<file path="src/rtl/adc_seq_pkg.sv">
package adc_seq_pkg;
  localparam int CMD_BITS    = 4;
  localparam int RES_BITS    = 10;
  localparam int SAMPLE_AT   = 4;
  localparam int HOLD_AT     = 10;
  localparam logic MODE_MCU  = 1'b1;
  localparam logic MODE_DSP  = 1'b0;
endpackage

</file>
<file path="src/rtl/adc_seq_pin_sync.sv">
module adc_seq_pin_sync #(
  parameter int N = 6,
  parameter int M = 4,
  parameter logic [N-1:0] RST_VAL = '0
) (
  input  logic         clk,
  input  logic         rst_n,
  input  logic [N-1:0] pin,
  output logic [N-1:0] lvl,
  output logic [M-1:0] chg
);
  for (genvar g = 0; g < N; g++) begin : g_bit
    logic [1:0] st;
    always_ff @(posedge clk or negedge rst_n) begin
      if (!rst_n) st <= {2{RST_VAL[g]}};
      else        st <= {st[0], pin[g]};
    end
    assign lvl[g] = st[1];
    if (g < M) begin : g_edge
      logic prev;
      always_ff @(posedge clk or negedge rst_n) begin
        if (!rst_n) prev <= RST_VAL[g];
        else        prev <= st[1];
      end
      assign chg[g] = st[1] ^ prev;
    end
  end
endmodule

</file>
<file path="src/rtl/adc_seq_edge_sel.sv">
module adc_seq_edge_sel (
  input  logic mode,
  input  logic inv,
  input  logic rise,
  input  logic fall,
  output logic in_edge,
  output logic out_edge,
  output logic ctrl_edge
);
  logic in_on_rise;
  always_comb begin
    in_on_rise = (mode == inv);
    in_edge    = in_on_rise ? rise : fall;
    out_edge   = mode ? fall : rise;
    ctrl_edge  = mode ? rise : fall;
  end
endmodule

</file>
<file path="src/rtl/adc_seq_frame.sv">
module adc_seq_frame #(
  parameter int CMD_W       = 4,
  parameter int RES_W       = 10,
  parameter int SAMPLE_EDGE = 4,
  parameter int HOLD_EDGE   = 10,
  parameter int CNT_W       = 5
) (
  input  logic             clk,
  input  logic             rst_n,
  input  logic             cs_lvl,
  input  logic             cs_fall,
  input  logic             fs_lvl,
  input  logic             fs_fall,
  input  logic             din_lvl,
  input  logic             in_edge,
  input  logic             out_edge,
  input  logic             ctrl_edge,
  input  logic [RES_W-1:0] res_q,
  output logic             mode,
  output logic             dout,
  output logic             dout_oe,
  output logic             samp_req,
  output logic             hold_req,
  output logic             abort,
  output logic [CMD_W-1:0] cmd,
  output logic [CNT_W-1:0] in_cnt,
  output logic [CNT_W-1:0] out_cnt
);
  localparam logic [CNT_W-1:0] ONE    = CNT_W'(1);
  localparam logic [CNT_W-1:0] CMAX   = '1;
  localparam logic [CNT_W-1:0] N_CMD  = CNT_W'(CMD_W);
  localparam logic [CNT_W-1:0] N_SAMP = CNT_W'(SAMPLE_EDGE - 1);
  localparam logic [CNT_W-1:0] N_HOLD = CNT_W'(HOLD_EDGE);

  logic             mode_q, mode_d, oe_q, oe_d, active, start;
  logic [CNT_W-1:0] in_q, in_d, out_q, out_d, ctl_q, ctl_d;
  logic [CMD_W-2:0] sh_q, sh_d;
  logic [CMD_W-1:0] cmd_q, cmd_d;
  logic [RES_W-1:0] dsh_q, dsh_d;

  always_comb begin
    active = !cs_lvl;
    start  = cs_fall | (active & (mode_q == adc_seq_pkg::MODE_DSP) & fs_fall);
    mode_d = cs_fall ? fs_lvl : mode_q;
    oe_d   = active;
    in_d   = in_q;
    out_d  = out_q;
    ctl_d  = ctl_q;
    sh_d   = sh_q;
    cmd_d  = cmd_q;
    dsh_d  = dsh_q;
    if (start) begin
      in_d  = '0;
      out_d = '0;
      ctl_d = '0;
      dsh_d = res_q;
    end else if (active) begin
      if (in_edge && (in_q < N_CMD)) begin
        sh_d = {sh_q[CMD_W-3:0], din_lvl};
        in_d = in_q + ONE;
        if (in_q == N_CMD - ONE) cmd_d = {sh_q, din_lvl};
      end
      if (out_edge) begin
        dsh_d = {dsh_q[RES_W-2:0], 1'b0};
        if (out_q != CMAX) out_d = out_q + ONE;
      end
      if (ctrl_edge && (ctl_q < N_HOLD)) ctl_d = ctl_q + ONE;
    end
    samp_req = active & !start & out_edge & (out_q == N_SAMP);
    hold_req = active & !start & ctrl_edge & (ctl_q == N_HOLD - ONE);
    abort    = cs_fall;
  end

  always_ff @(posedge clk or negedge rst_n) begin
    if (!rst_n) begin
      mode_q <= adc_seq_pkg::MODE_MCU;
      oe_q   <= 1'b0;
      in_q   <= '0;
      out_q  <= '0;
      ctl_q  <= '0;
      sh_q   <= '0;
      cmd_q  <= '0;
      dsh_q  <= '0;
    end else begin
      mode_q <= mode_d;
      oe_q   <= oe_d;
      in_q   <= in_d;
      out_q  <= out_d;
      ctl_q  <= ctl_d;
      sh_q   <= sh_d;
      cmd_q  <= cmd_d;
      dsh_q  <= dsh_d;
    end
  end

  assign mode    = mode_q;
  assign dout_oe = oe_q;
  assign dout    = dsh_q[RES_W-1];
  assign cmd     = cmd_q;
  assign in_cnt  = in_q;
  assign out_cnt = out_q;
endmodule

</file>
<file path="src/rtl/adc_seq_conv.sv">
module adc_seq_conv #(
  parameter int RES_W = 10
) (
  input  logic             clk,
  input  logic             rst_n,
  input  logic             samp_req,
  input  logic             hold_req,
  input  logic             abort,
  input  logic             cst_fall,
  input  logic             cst_rise,
  input  logic             conv_done,
  input  logic [RES_W-1:0] conv_result,
  output logic             sample_en,
  output logic             conv_start,
  output logic             eoc,
  output logic [RES_W-1:0] res_q
);
  logic             samp_q, samp_d, start_q, start_d, eoc_q, eoc_d;
  logic [RES_W-1:0] res_r, res_d;

  always_comb begin
    samp_d  = samp_q;
    start_d = 1'b0;
    eoc_d   = eoc_q;
    res_d   = res_r;
    if (!eoc_q && conv_done) begin
      eoc_d = 1'b1;
      res_d = conv_result;
    end
    if (hold_req || cst_rise) begin
      start_d = 1'b1;
      samp_d  = 1'b0;
      eoc_d   = 1'b0;
    end else if (samp_req || cst_fall) begin
      samp_d = 1'b1;
    end else if (abort) begin
      samp_d = 1'b0;
    end
  end

  always_ff @(posedge clk or negedge rst_n) begin
    if (!rst_n) begin
      samp_q  <= 1'b0;
      start_q <= 1'b0;
      eoc_q   <= 1'b1;
      res_r   <= '0;
    end else begin
      samp_q  <= samp_d;
      start_q <= start_d;
      eoc_q   <= eoc_d;
      res_r   <= res_d;
    end
  end

  assign sample_en  = samp_q;
  assign conv_start = start_q;
  assign eoc        = eoc_q;
  assign res_q      = res_r;
endmodule

</file>
<file path="src/rtl/adc_serial_seq.sv">
module adc_serial_seq #(
  parameter int CMD_W       = adc_seq_pkg::CMD_BITS,
  parameter int RES_W       = adc_seq_pkg::RES_BITS,
  parameter int SAMPLE_EDGE = adc_seq_pkg::SAMPLE_AT,
  parameter int HOLD_EDGE   = adc_seq_pkg::HOLD_AT
) (
  input  logic             clk,
  input  logic             rst_n,
  input  logic             cs_n,
  input  logic             fs,
  input  logic             sclk,
  input  logic             din,
  input  logic             inv_clk,
  input  logic             cstart_n,
  input  logic             conv_done,
  input  logic [RES_W-1:0] conv_result,
  output logic             dout,
  output logic             dout_oe,
  output logic             eoc,
  output logic             sample_en,
  output logic             conv_start,
  output logic [CMD_W-1:0] cmd
);
  localparam int CNT_W = $clog2(RES_W + HOLD_EDGE + 1);
  localparam int NPIN  = 6;
  localparam int NEDGE = 4;

  logic [1:0]       rst_pipe;
  logic             rst_s;
  logic [NPIN-1:0]  lvl;
  logic [NEDGE-1:0] chg;
  logic             cs_fall, fs_fall, sck_rise, sck_fall, cst_rise, cst_fall;
  logic             mode, in_edge, out_edge, ctrl_edge;
  logic             samp_req, hold_req, abort;
  logic [RES_W-1:0] res_q;
  logic [CNT_W-1:0] in_cnt, out_cnt;

  always_ff @(posedge clk or negedge rst_n) begin
    if (!rst_n) rst_pipe <= 2'b00;
    else        rst_pipe <= {rst_pipe[0], 1'b1};
  end
  assign rst_s = rst_pipe[1];

  adc_seq_pin_sync #(.N(NPIN), .M(NEDGE), .RST_VAL(6'b101011)) u_sync (
    .clk(clk), .rst_n(rst_s),
    .pin({inv_clk, din, cstart_n, sclk, fs, cs_n}),
    .lvl(lvl), .chg(chg)
  );

  always_comb begin
    cs_fall  = chg[0] & !lvl[0];
    fs_fall  = chg[1] & !lvl[1];
    sck_rise = chg[2] &  lvl[2];
    sck_fall = chg[2] & !lvl[2];
    cst_fall = chg[3] & !lvl[3];
    cst_rise = chg[3] &  lvl[3];
  end

  adc_seq_edge_sel u_esel (
    .mode(mode), .inv(lvl[5]), .rise(sck_rise), .fall(sck_fall),
    .in_edge(in_edge), .out_edge(out_edge), .ctrl_edge(ctrl_edge)
  );

  adc_seq_frame #(.CMD_W(CMD_W), .RES_W(RES_W), .SAMPLE_EDGE(SAMPLE_EDGE),
                  .HOLD_EDGE(HOLD_EDGE), .CNT_W(CNT_W)) u_frame (
    .clk(clk), .rst_n(rst_s), .cs_lvl(lvl[0]), .cs_fall(cs_fall),
    .fs_lvl(lvl[1]), .fs_fall(fs_fall), .din_lvl(lvl[4]),
    .in_edge(in_edge), .out_edge(out_edge), .ctrl_edge(ctrl_edge),
    .res_q(res_q), .mode(mode), .dout(dout), .dout_oe(dout_oe),
    .samp_req(samp_req), .hold_req(hold_req), .abort(abort),
    .cmd(cmd), .in_cnt(in_cnt), .out_cnt(out_cnt)
  );

  adc_seq_conv #(.RES_W(RES_W)) u_conv (
    .clk(clk), .rst_n(rst_s), .samp_req(samp_req), .hold_req(hold_req),
    .abort(abort), .cst_fall(cst_fall), .cst_rise(cst_rise),
    .conv_done(conv_done), .conv_result(conv_result),
    .sample_en(sample_en), .conv_start(conv_start), .eoc(eoc), .res_q(res_q)
  );
endmodule

</file>
<file path="config.mk">
export PLATFORM = sky130hd
export DESIGN_NAME = adc_serial_seq
export DESIGN_NICKNAME = d
export VERILOG_FILES = /design/src/rtl/adc_seq_pkg.sv /design/src/rtl/adc_seq_pin_sync.sv /design/src/rtl/adc_seq_edge_sel.sv /design/src/rtl/adc_seq_frame.sv /design/src/rtl/adc_seq_conv.sv /design/src/rtl/adc_serial_seq.sv
export SDC_FILE = /design/constraint.sdc
export NUM_CORES = 1
export LEC_CHECK = 0
export ABC_AREA = 1
export BUFFER_PORTS_ARGS = -buffer_cell sky130_fd_sc_hd__clkbuf_2
export CORE_MARGIN = 2
export CORE_UTILIZATION = 40
export DETAILED_ROUTE_END_ITERATION = 12
export GPL_ROUTABILITY_DRIVEN = 0
export HOLD_SLACK_MARGIN = 0.12
export PLACE_DENSITY_LB_ADDON = 0.3
export SKIP_CTS_REPAIR_TIMING = 1
export SKIP_LAST_GASP = 1
export SLEW_MARGIN = 15
export SYNTH_ARGS = -nofsm -noshare
export SYNTH_HDL_FRONTEND = slang
export SYNTH_SLANG_ARGS = --single-unit
</file>
<file path="constraint.sdc">
create_clock -name clk -period 2.25 [get_ports clk]
set_input_delay 0.45 -clock clk [delete_from_list [all_inputs] [get_ports clk]]
set_output_delay 0.45 -clock clk [all_outputs]
set_load 0.005 [all_outputs]
</file>
Yosys cells after proc, flatten, opt, wreduce, memory -nomap -nowiden
Index checks and enable logic that the tools add are counted.
{"block": "word_totals", "output_inout_bits": 9, "regBits": 65, "elab_cells": 100, "in_bits": 19}
{"block": "classes", "mux": 22, "n_reduce_logical": 23, "eq_ne": 6, "bitwise": 21, "order_cmp": 2, "n_addsub": 3}
{"operator": "$mux 5", "count": 10}
{"operator": "$mux 10", "count": 3}
{"operator": "$add 5x1->5 const B", "count": 3}
{"operator": "$and 1x1->1", "count": 13}
{"operator": "$eq 5x2->1 const B", "count": 2}
{"operator": "$reduce_bool 2->1", "count": 5}
{"operator": "$mux 1", "count": 9}
{"operator": "$logic_not 1->1", "count": 6}
{"operator": "$reduce_and 2->1", "count": 3}
{"operator": "$reduce_and 3->1", "count": 2}
{"operator": "$eq 5x4->1 const B", "count": 1}
{"operator": "$lt 5x3->1 const B", "count": 1}
{"operator": "$lt 5x4->1 const B", "count": 1}
{"operator": "$ne 5x5->1 const B", "count": 1}
{"operator": "$reduce_and 4->1", "count": 1}
{"operator": "$xor 1x1->1", "count": 4}
{"operator": "$logic_and 1x1->1", "count": 3}
{"operator": "$not 1->1", "count": 3}
{"operator": "$reduce_bool 3->1", "count": 1}
{"operator": "$logic_or 1x1->1", "count": 2}
{"operator": "$ne 2x1->1 const B", "count": 1}
{"operator": "$eq 1x1->1", "count": 1}
{"operator": "$or 1x1->1", "count": 1}

Logic depth before layout (Yosys ltp)
Gate-level depths: netlist (run 1).
{"block": "logic_depth", "ltp_word": 11, "depth_mapped": 10, "ltp_nobuf": 10}

Hierarchy
A second synthesis (run 1) with hierarchy kept.
{"block": "unflattened", "hier_cells": 326, "hier_area_um2": 2875.3}
{"module": "adc_seq_frame", "cells_each": 200, "seq_area_each_um2": 852.1, "area_each_um2": 1669.1, "n_inst": 1}
{"module": "adc_seq_pin_sync", "cells_each": 42, "seq_area_each_um2": 414.1, "area_each_um2": 534.3, "n_inst": 1}
{"module": "adc_seq_conv", "cells_each": 55, "seq_area_each_um2": 326.6, "area_each_um2": 510.5, "n_inst": 1}
{"module": "adc_serial_seq", "cells_each": 15, "seq_area_each_um2": 50.0, "area_each_um2": 103.8, "n_inst": 1}
{"module": "adc_seq_edge_sel", "cells_each": 14, "seq_area_each_um2": 0.0, "area_each_um2": 57.6, "n_inst": 1}

Least setup slack after synthesis (run 1)
OpenSTA, ideal clock, no wires.
{"block": "synth_timing", "kind": "reg-to-reg", "start": "register u_frame.out_q[0], in the netlist u_frame.out_cnt[0]", "end": "register u_frame.out_q[1], in the netlist u_frame.out_cnt[1]", "required_ns": 2.133, "arrival_time_ns": 1.359, "period_less_slack_ns": 1.476, "setup_slack_ns": 0.774, "setup_ns": 0.117, "n_path_buf": 0, "path_stages_with_launch": 9, "path_cell_list": "dfrtp_1 > ha_1 > nand2_1 > nor2_1 > ha_1 > o21ai_2 > nand2_1 > nand2_1 > nand2_1"}
{"block": "synth_via", "elab_chain_len": 5, "word_cells_on_any_way": 8, "cone_classes": "add/sub: 1; eq/ne: 1; mux: 4; reduce/logical: 2"}
{"item": "start, declared", "line_no": "adc_seq_frame.sv:36", "source": "logic [CNT_W-1:0] in_q, in_d, out_q, out_d, ctl_q, ctl_d;"}
{"item": "start signal, assigned", "line_no": "adc_seq_frame.sv:88", "source": "out_q <= out_d;"}
{"item": "$add 5x1->5", "line_no": "adc_seq_frame.sv:65", "source": "if (out_q != CMAX) out_d = out_q + ONE;"}
{"item": "$mux 5", "line_no": "adc_seq_frame.sv:65"}
{"item": "$mux 5", "line_no": "adc_seq_frame.sv:63", "source": "if (out_edge) begin"}
{"item": "$mux 5", "line_no": "adc_seq_frame.sv:57", "source": "end else if (active) begin"}
{"item": "$mux 5", "line_no": "adc_seq_frame.sv:52", "source": "if (start) begin"}
Parallel ways exist; a longest one is shown, timed or not. The select of a mux whose other input is x is not followed.
A chain may end at the register's enable or synchronous reset.

Worst setup path after layout (run 1)
{"block": "layout_timing", "start": "register u_sync.g_bit[0].st[1]", "end": "register u_frame.out_q[2], in the netlist u_frame.out_cnt[2]"}
{"block": "layout_via", "elab_chain_len": 6, "word_cells_on_any_way": 11, "cone_classes": "eq/ne: 1; mux: 1; bitwise: 5; reduce/logical: 4"}
{"item": "start, declared", "line_no": "adc_seq_pin_sync.sv:13", "source": "logic [1:0] st;"}
{"item": "start signal, assigned", "line_no": "adc_seq_pin_sync.sv:15", "source": "if (!rst_n) st <= {2{RST_VAL[g]}};"}
{"item": "start signal, assigned", "line_no": "adc_seq_pin_sync.sv:16", "source": "else st <= {st[0], pin[g]};"}
{"item": "$logic_not 1->1", "line_no": "adc_seq_frame.sv:42, adc_serial_seq.sv:51"}
{"item": "$and 1x1->1 (2 in series)", "line_no": "adc_seq_frame.sv:43", "source": "start = cs_fall | (active & (mode_q == adc_seq_pkg::MODE_DSP) & fs_fall);"}
{"item": "$or 1x1->1", "line_no": "adc_seq_frame.sv:43"}
{"item": "$ne 2x1->1 (no source line) or $reduce_bool 2->1 (tied branches)"}
{"item": "$reduce_and 3->1 (no source line)"}
Parallel ways exist; a longest one is shown, timed or not.

==> flow_metrics.env, run 1 <==
export IMPL_run_status="finished clean"
export IMPL_ys_ff_latch=65
export IMPL_rsz_0062_raised_after_global_routing="false"
export IMPL_fmax_ghz=0.5604
export IMPL_path_max_fanout=14
export IMPL_grt_pass1_wl_mm=7.810
export IMPL_final_min_clock_period_ns=1.784
export IMPL_pwr_density_cell_nw_per_um2=950.7
export IMPL_clock_tree_from_tritoncts="done"
export IMPL_synth_edf_count=0
export IMPL_num_fill_cells=640
export IMPL_design_die_area_sq_um=7568
export IMPL_cts_sinks=65
export IMPL_synth_cell_types=27
export IMPL_regToRegEndpoint="u_frame.out_cnt[2]"
export IMPL_synth_area_sq_um=2755
export IMPL_cp_required_ns=2.52
export IMPL_detailed_place_hpwl_mm=3.101
export IMPL_netlist_instances=289
export IMPL_ys_seq_area_share_pct=59.63
export IMPL_die_span_in_x_microns=87.00
export IMPL_synth_adder_area_share_pct=2.271
export IMPL_ys_flop_type="dfrtp_1"
export IMPL_first_global_vias=1779
export IMPL_post_synth_and_or_nand_nor_area_fraction_pct=21.12
export IMPL_post_drt_wl_per_cell_microns=10.77
export IMPL_diodes=0
export IMPL_synth_top_area_share_pct=47.23
export IMPL_reg2reg_depth=8
export IMPL_detail_routed_via_count_per_cell=4.641
export IMPL_power_share_switching_pct=28.45
export IMPL_vdd_ir_drop_max_mv=0.5350
export IMPL_whs_path_depth=1
export IMPL_syn_to_final_growth_pct=15.53
export IMPL_post_route_drc_count=0
export IMPL_vias=1898
export IMPL_placementRows=30
export IMPL_cts_htree_levels=3
export IMPL_clock_root_buffer="clkbuf_8"
export IMPL_track_usage_pct=13.36
export IMPL_initial_antenna_violation_count=0
export IMPL_crit_path_start="u_sync.g_bit[0].st[1]"
export IMPL_numPlacedInstances=392
export IMPL_synth_mux_area_fraction_pct=4.087
export IMPL_non_filler_instances=409
export IMPL_clk_insertion_delay_late_ns=0.33
export IMPL_dieHeight_microns=87.00
export IMPL_synth_fp_nets=313
export IMPL_starting_density_of_the_core_pct=41.01
export IMPL_path_class="reg -> reg"
export IMPL_p_leak_nw=1.620
export IMPL_switching_power_mw=0.8609
export IMPL_p_clk_share_pct=30.8
export IMPL_fin_worst_skew_ns=0.006120
export IMPL_timing_final_crit_share_pct=79.31
export IMPL_hold_path_startpoint="fs"
export IMPL_place_port_buffers=27
export IMPL_final_hold_viol_count=0
export IMPL_finish_utilization_pct=47.37
export IMPL_synth_top_cells_by_area="dfrtp_1, dfstp_2, nand2_1"
export IMPL_yosysWarnings=0
export IMPL_globalRouteOverflowTotal=0
export IMPL_min_path_type="in -> reg"
export IMPL_reg2reg_setup_slack_ns=0.47
export IMPL_intPower_mw=2.165
export IMPL_setup_violations=0
export IMPL_postSynth_asyncResetShare_pct=100.0
export IMPL_synthXorXnorAreaFrac_pct=1.272
export IMPL_worst_hold_path_endpoint="u_sync.g_bit[1].st[0]"
export IMPL_total_power_mw=3.026
export IMPL_routed_wl_mm=4.406
export IMPL_num_io_pins=28
export IMPL_worst_r2r_startpoint="u_sync.g_bit[0].st[1]"
export IMPL_syn_avg_cell_area_sq_um=9.533
export IMPL_critical_path_source_type="flip-flop"
export IMPL_tritoncts_num_buffers=9
export IMPL_multi_input_comb_area_sq_um=959.7
export IMPL_placed_area_sq_um=2979
export IMPL_timing_final_max_slew_violations=0
export IMPL_drive_gt1_share_pct=23.71
export IMPL_crit_path_end_kind="flip-flop"
export IMPL_path_clk_slew_ns=0.07
export IMPL_power_combinational_fraction_pct=18.3
export IMPL_power_share_sequential_pct=51.0
export IMPL_clockBufferDepth=2
export IMPL_remaining_antenna_violation_count_after_routing=0
export IMPL_pin_count_of_the_biggest_net_entering_global_routing=64
export IMPL_design_final_nets=348
export IMPL_finalSetupTns_ns=0
export IMPL_design_core_area_sq_um=6719
export IMPL_synth_top_family_by_area="simple AND/OR/NAND/NOR gates"
export IMPL_drt_iter0_drc=104
export IMPL_post_synth_top_area_cell="dfrtp_1"
export IMPL_final_area_sq_um=3183
export IMPL_critical_path_arrival_ns=2.06
export IMPL_register_area_sq_um=1644
export IMPL_synth_compound_area_share_pct=5.949
export IMPL_drt_pass1_iter_count=4
export IMPL_maxCapViolCount=0
-- power groups by stage --
| stage | Combinational (mW) | Sequential [mW] | Clock (mW) |
|---|---|---|---|
| 6_report | 0.553 | 1.54 | 0.931 |
| 4_1_cts | 0.564 | 1.54 | 0.962 |
| 5_1_grt | 0.650 | 1.57 | 1.01 |
| 3_5_place_dp | 0.561 | 1.57 | 0 |
| 2_1_floorplan | 0.406 | 1.55 | 0 |
| 3_3_place_gp | 0.548 | 1.56 | 0 |
-- cells in the final DEF, fill, tap and decap left out, drive strengths merged --
cell type	netlist	layout
o21ai	23	23
dfstp	13	13
nand3	19	19
nor3	1	1
clkinvlp	0	1
inv	30	30
dlygate4sd3	0	1
xor2	2	2
nor2	25	25
dfrtp	52	52
xnor2	2	2
clkbuf	1	42
a21boi	1	1
mux2	10	10
conb	1	1
nand3b	2	2
buf	5	2
nand2	94	94
a21oi	3	3
ha	5	5
-- kinds of logic (layout without fill, tap and decap cells) --
group	after synthesis	count (layout)
and+or+nand+nor	141	141
DFF	65	65
buffers and inverters	36	76
AOI/OAI and AO/OA	27	27
muxes	10	10
adders and majority gates	5	5
xor gates and xnor gates	4	4
other	1	1
-- critical path, cell delays in order (launching register included) --
cell	delay, ns
dfstp_2	0.59
inv_2	0.13
nand2_2	0.10
inv_2	0.05
a21oi_4	0.36
o21ai_2	0.18
nand2_1	0.18
nand2_1	0.07
nand2_1	0.06
-- per-layer routing --
layer	share of wire, %	wire length [microns]	global-route usage (%)	up-vias
li1	-	-	-	972
met4	1.6	72	5.966	0
met5	0	0	0	-
met1	48	2115	17.60	888
met3	4.3	191	4.455	12
met2	46	2027	20.06	26
-- metrics by stage --
| stage | hold WS [ns] | setup slack, ns |
|---|---|---|
| 6_report | 0.1927 | 0.4656 |
| 5_1_grt | 0.1763 | 0.2648 |
| 4_1_cts | -0.1258 | 0.4438 |
| 3_5_place_dp | 0.2372 | 0.4546 |
| 3_3_place_gp | 0.2364 | 0.4485 |
| 2_1_floorplan | 0.1544 | 0.3288 |
-- synth_stat cells, types with 4 or more instances --
cell	instances
inv_1	28
nand3_1	19
dfstp_2	13
nand2_2	4
nand2_1	89
mux2_2	10
o21ai_0	21
ha_1	5
dfrtp_1	52
nor2_1	24
-- registers in the layout, indices dropped and copies added, names as in the netlist --
signal / count
rst_pipe: 2
u_conv.conv_start: 1
u_conv.eoc: 1
u_conv.res_q: 10
u_conv.sample_en: 1
u_frame.cmd: 4
u_frame.ctl_q: 5
u_frame.dout_oe: 1
u_frame.dsh_q: 10
u_frame.in_cnt: 5
u_frame.mode: 1
u_frame.out_cnt: 5
u_frame.sh_q: 3
u_sync.g_bit.g_edge.prev: 4
u_sync.g_bit.st: 12
-- worst max path at each step --
stage                               to  cells past startpoint
floorplan            u_conv.conv_start                      0
global placement      u_frame.dsh_q[9]                      9
detailed placement    u_frame.dsh_q[8]                      9
CTS                   u_frame.dsh_q[8]                      9
global route          u_frame.dsh_q[4]                      9
finish              u_frame.out_cnt[2]                      8
-- area by class of cell --
| cell class | instances | area share [%] |
|---|---|---|
| multi-input combinational | 188 | 30.15 |
| sequential | 65 | 51.65 |
| clock buffer | 15 | 5.857 |
| clock inverter | 1 | 0.2358 |
| tap | 80 | 3.145 |
| timing repair buffer | 30 | 5.425 |
| inverter | 30 | 3.538 |
No activity file was read; power rests on OpenSTA's default activity.
==> run 2: changes to the inputs <==
==> constraint.sdc (replaced) <==
create_clock -name clk -period 1.7 [get_ports clk]
set_input_delay 0.34 -clock clk [delete_from_list [all_inputs] [get_ports clk]]
set_output_delay 0.34 -clock clk [all_outputs]
set_load 0.005 [all_outputs]
==> flow_metrics.env, run 2 (synthesis gave the netlist of run 1 again) <==
export IMPL_path_max_fanout=8
export IMPL_rsz_0062_raised_after_global_routing="true"
export IMPL_non_filler_instances=422
export IMPL_p_clk_share_pct=36.6
export IMPL_num_io_pins=28
export IMPL_setup_violations=0
export IMPL_final_hold_viol_count=0
export IMPL_cts_sinks=65
export IMPL_place_port_buffers=27
export IMPL_cts_htree_levels=3
export IMPL_design_die_area_sq_um=7568
export IMPL_detailed_place_hpwl_mm=3.181
export IMPL_finish_utilization_pct=49.83
export IMPL_dieHeight_microns=87.00
export IMPL_routed_wl_mm=4.511
export IMPL_reg2reg_depth=8
export IMPL_pwr_density_cell_nw_per_um2=1318
export IMPL_power_share_switching_pct=27.17
export IMPL_layout_commonest_cell="nand2_1"
export IMPL_power_share_sequential_pct=46.3
export IMPL_fin_worst_skew_ns=0.008816
export IMPL_crit_path_end_kind="flip-flop"
export IMPL_tritoncts_num_buffers=9
export IMPL_maxCapViolCount=0
export IMPL_largest_reg_flops=12
export IMPL_fmax_ghz=0.6358
export IMPL_p_leak_nw=1.701
export IMPL_globalRouteOverflowTotal=0
export IMPL_post_drt_wl_per_cell_microns=10.69
export IMPL_die_span_in_x_microns=87.00
export IMPL_clock_tree_from_tritoncts="done"
export IMPL_power_combinational_fraction_pct=17.1
export IMPL_clockBufferDepth=2
export IMPL_cp_required_ns=1.91
export IMPL_timing_final_max_slew_violations=0
export IMPL_whs_path_depth=2
export IMPL_diodes=0
export IMPL_critical_path_source_type="flip-flop"
export IMPL_clock_root_buffer="clkbuf_8"
export IMPL_final_min_clock_period_ns=1.573
export IMPL_intPower_mw=3.214
export IMPL_placementRows=30
export IMPL_path_clk_slew_ns=0.08
export IMPL_starting_density_of_the_core_pct=41.01
export IMPL_post_route_drc_count=0
export IMPL_detail_routed_via_count_per_cell=4.671
export IMPL_run_status="finished clean"
export IMPL_timing_final_crit_share_pct=92.52
export IMPL_critical_path_arrival_ns=1.79
export IMPL_design_final_nets=361
export IMPL_pin_count_of_the_biggest_net_entering_global_routing=40
export IMPL_drive_gt1_share_pct=25.73
export IMPL_numPlacedInstances=398
export IMPL_min_path_type="in -> reg"
export IMPL_vdd_ir_drop_max_mv=0.7126
export IMPL_initial_antenna_violation_count=0
export IMPL_finalSetupTns_ns=0
export IMPL_drt_pass1_iter_count=6
export IMPL_design_core_area_sq_um=6719
export IMPL_grt_pass1_wl_mm=8.107
export IMPL_num_fill_cells=644
export IMPL_first_global_vias=1873
export IMPL_drt_iter0_drc=62
export IMPL_mostFrequentLayoutCells="nand2_1, dfrtp_1, inv_1"
export IMPL_remaining_antenna_violation_count_after_routing=0
export IMPL_path_class="reg -> reg"
export IMPL_track_usage_pct=13.79
export IMPL_clk_insertion_delay_late_ns=0.33
export IMPL_largest_register="u_sync.g_bit.st"
export IMPL_syn_to_final_growth_pct=21.53
export IMPL_switching_power_mw=1.199
export IMPL_vias=1971
export IMPL_total_power_mw=4.412
export IMPL_finalHoldWorstSlack_ns=0.2294
run 2: final timing paths:
path	slack [ns]	from	endpoint
max	0.13	u_sync.g_bit[0].st[1]	u_frame.in_cnt[2]
min	0.23	conv_result[4]	u_conv.res_q[4]
max reg2reg	0.13	u_sync.g_bit[0].st[1]	u_frame.in_cnt[2]
min reg2reg	0.25	rst_pipe[1]	u_frame.dsh_q[3]
max in group asynchronous	1.03	rst_pipe[1]	u_frame.mode
min in group asynchronous	0.25	rst_pipe[1]	u_frame.dsh_q[3]
run 2: final cells by class:
class | count | area, sq um | area share, %
Clock inverter | 6 | 115.1 | 3.438
Clock buffer | 10 | 137.6 | 4.111
Inverter | 30 | 112.6 | 3.363
Multi-Input combinational cell | 188 | 962.2 | 28.74
Timing Repair Buffer | 43 | 276.5 | 8.259
Tap cell | 80 | 100.1 | 2.990
Sequential cell | 65 | 1644 | 49.10
run 2: per-layer routing:
layer | vias up | part of all wire, % | GRT usage (%)
met3 | 6 | 4.0 | 3.602
met4 | 0 | 1.5 | 6.818
met1 | 935 | 47 | 17.39
met2 | 32 | 48 | 22.00
met5 | - | 0 | 0
li1 | 998 | - | -
run 2: critical path, cell delays in order, from the launching register on:
cell	delay (ns)
dfstp_2	0.57
inv_2	0.05
nand2_2	0.09
inv_2	0.07
a21oi_4	0.19
buf_4	0.19
nand2_4	0.09
nand2_2	0.12
o21ai_1	0.07
run 2: power groups by stage:
stage / clock (mW) / sequential, mW / combinational, mW
final: 1.62 / 2.04 / 0.755
after global routing: 1.71 / 2.09 / 0.902
after CTS: 1.65 / 2.05 / 0.755
after detailed placement: 0 / 2.07 / 0.752
after global placement: 0 / 2.07 / 0.729
after floorplan: 0 / 2.05 / 0.537
run 2: per-stage QoR:
| step | setup WS (ns) | cell area [sq um] |
|---|---|---|
| CTS | 0.07714 | 3264 |
| detailed placement | 0.09211 | 3012 |
| finish | 0.1271 | 3348 |
| floorplan | 0.2240 | 2756 |
| global route | -0.009463 | 3348 |
| global placement | 0.1214 | 3012 |
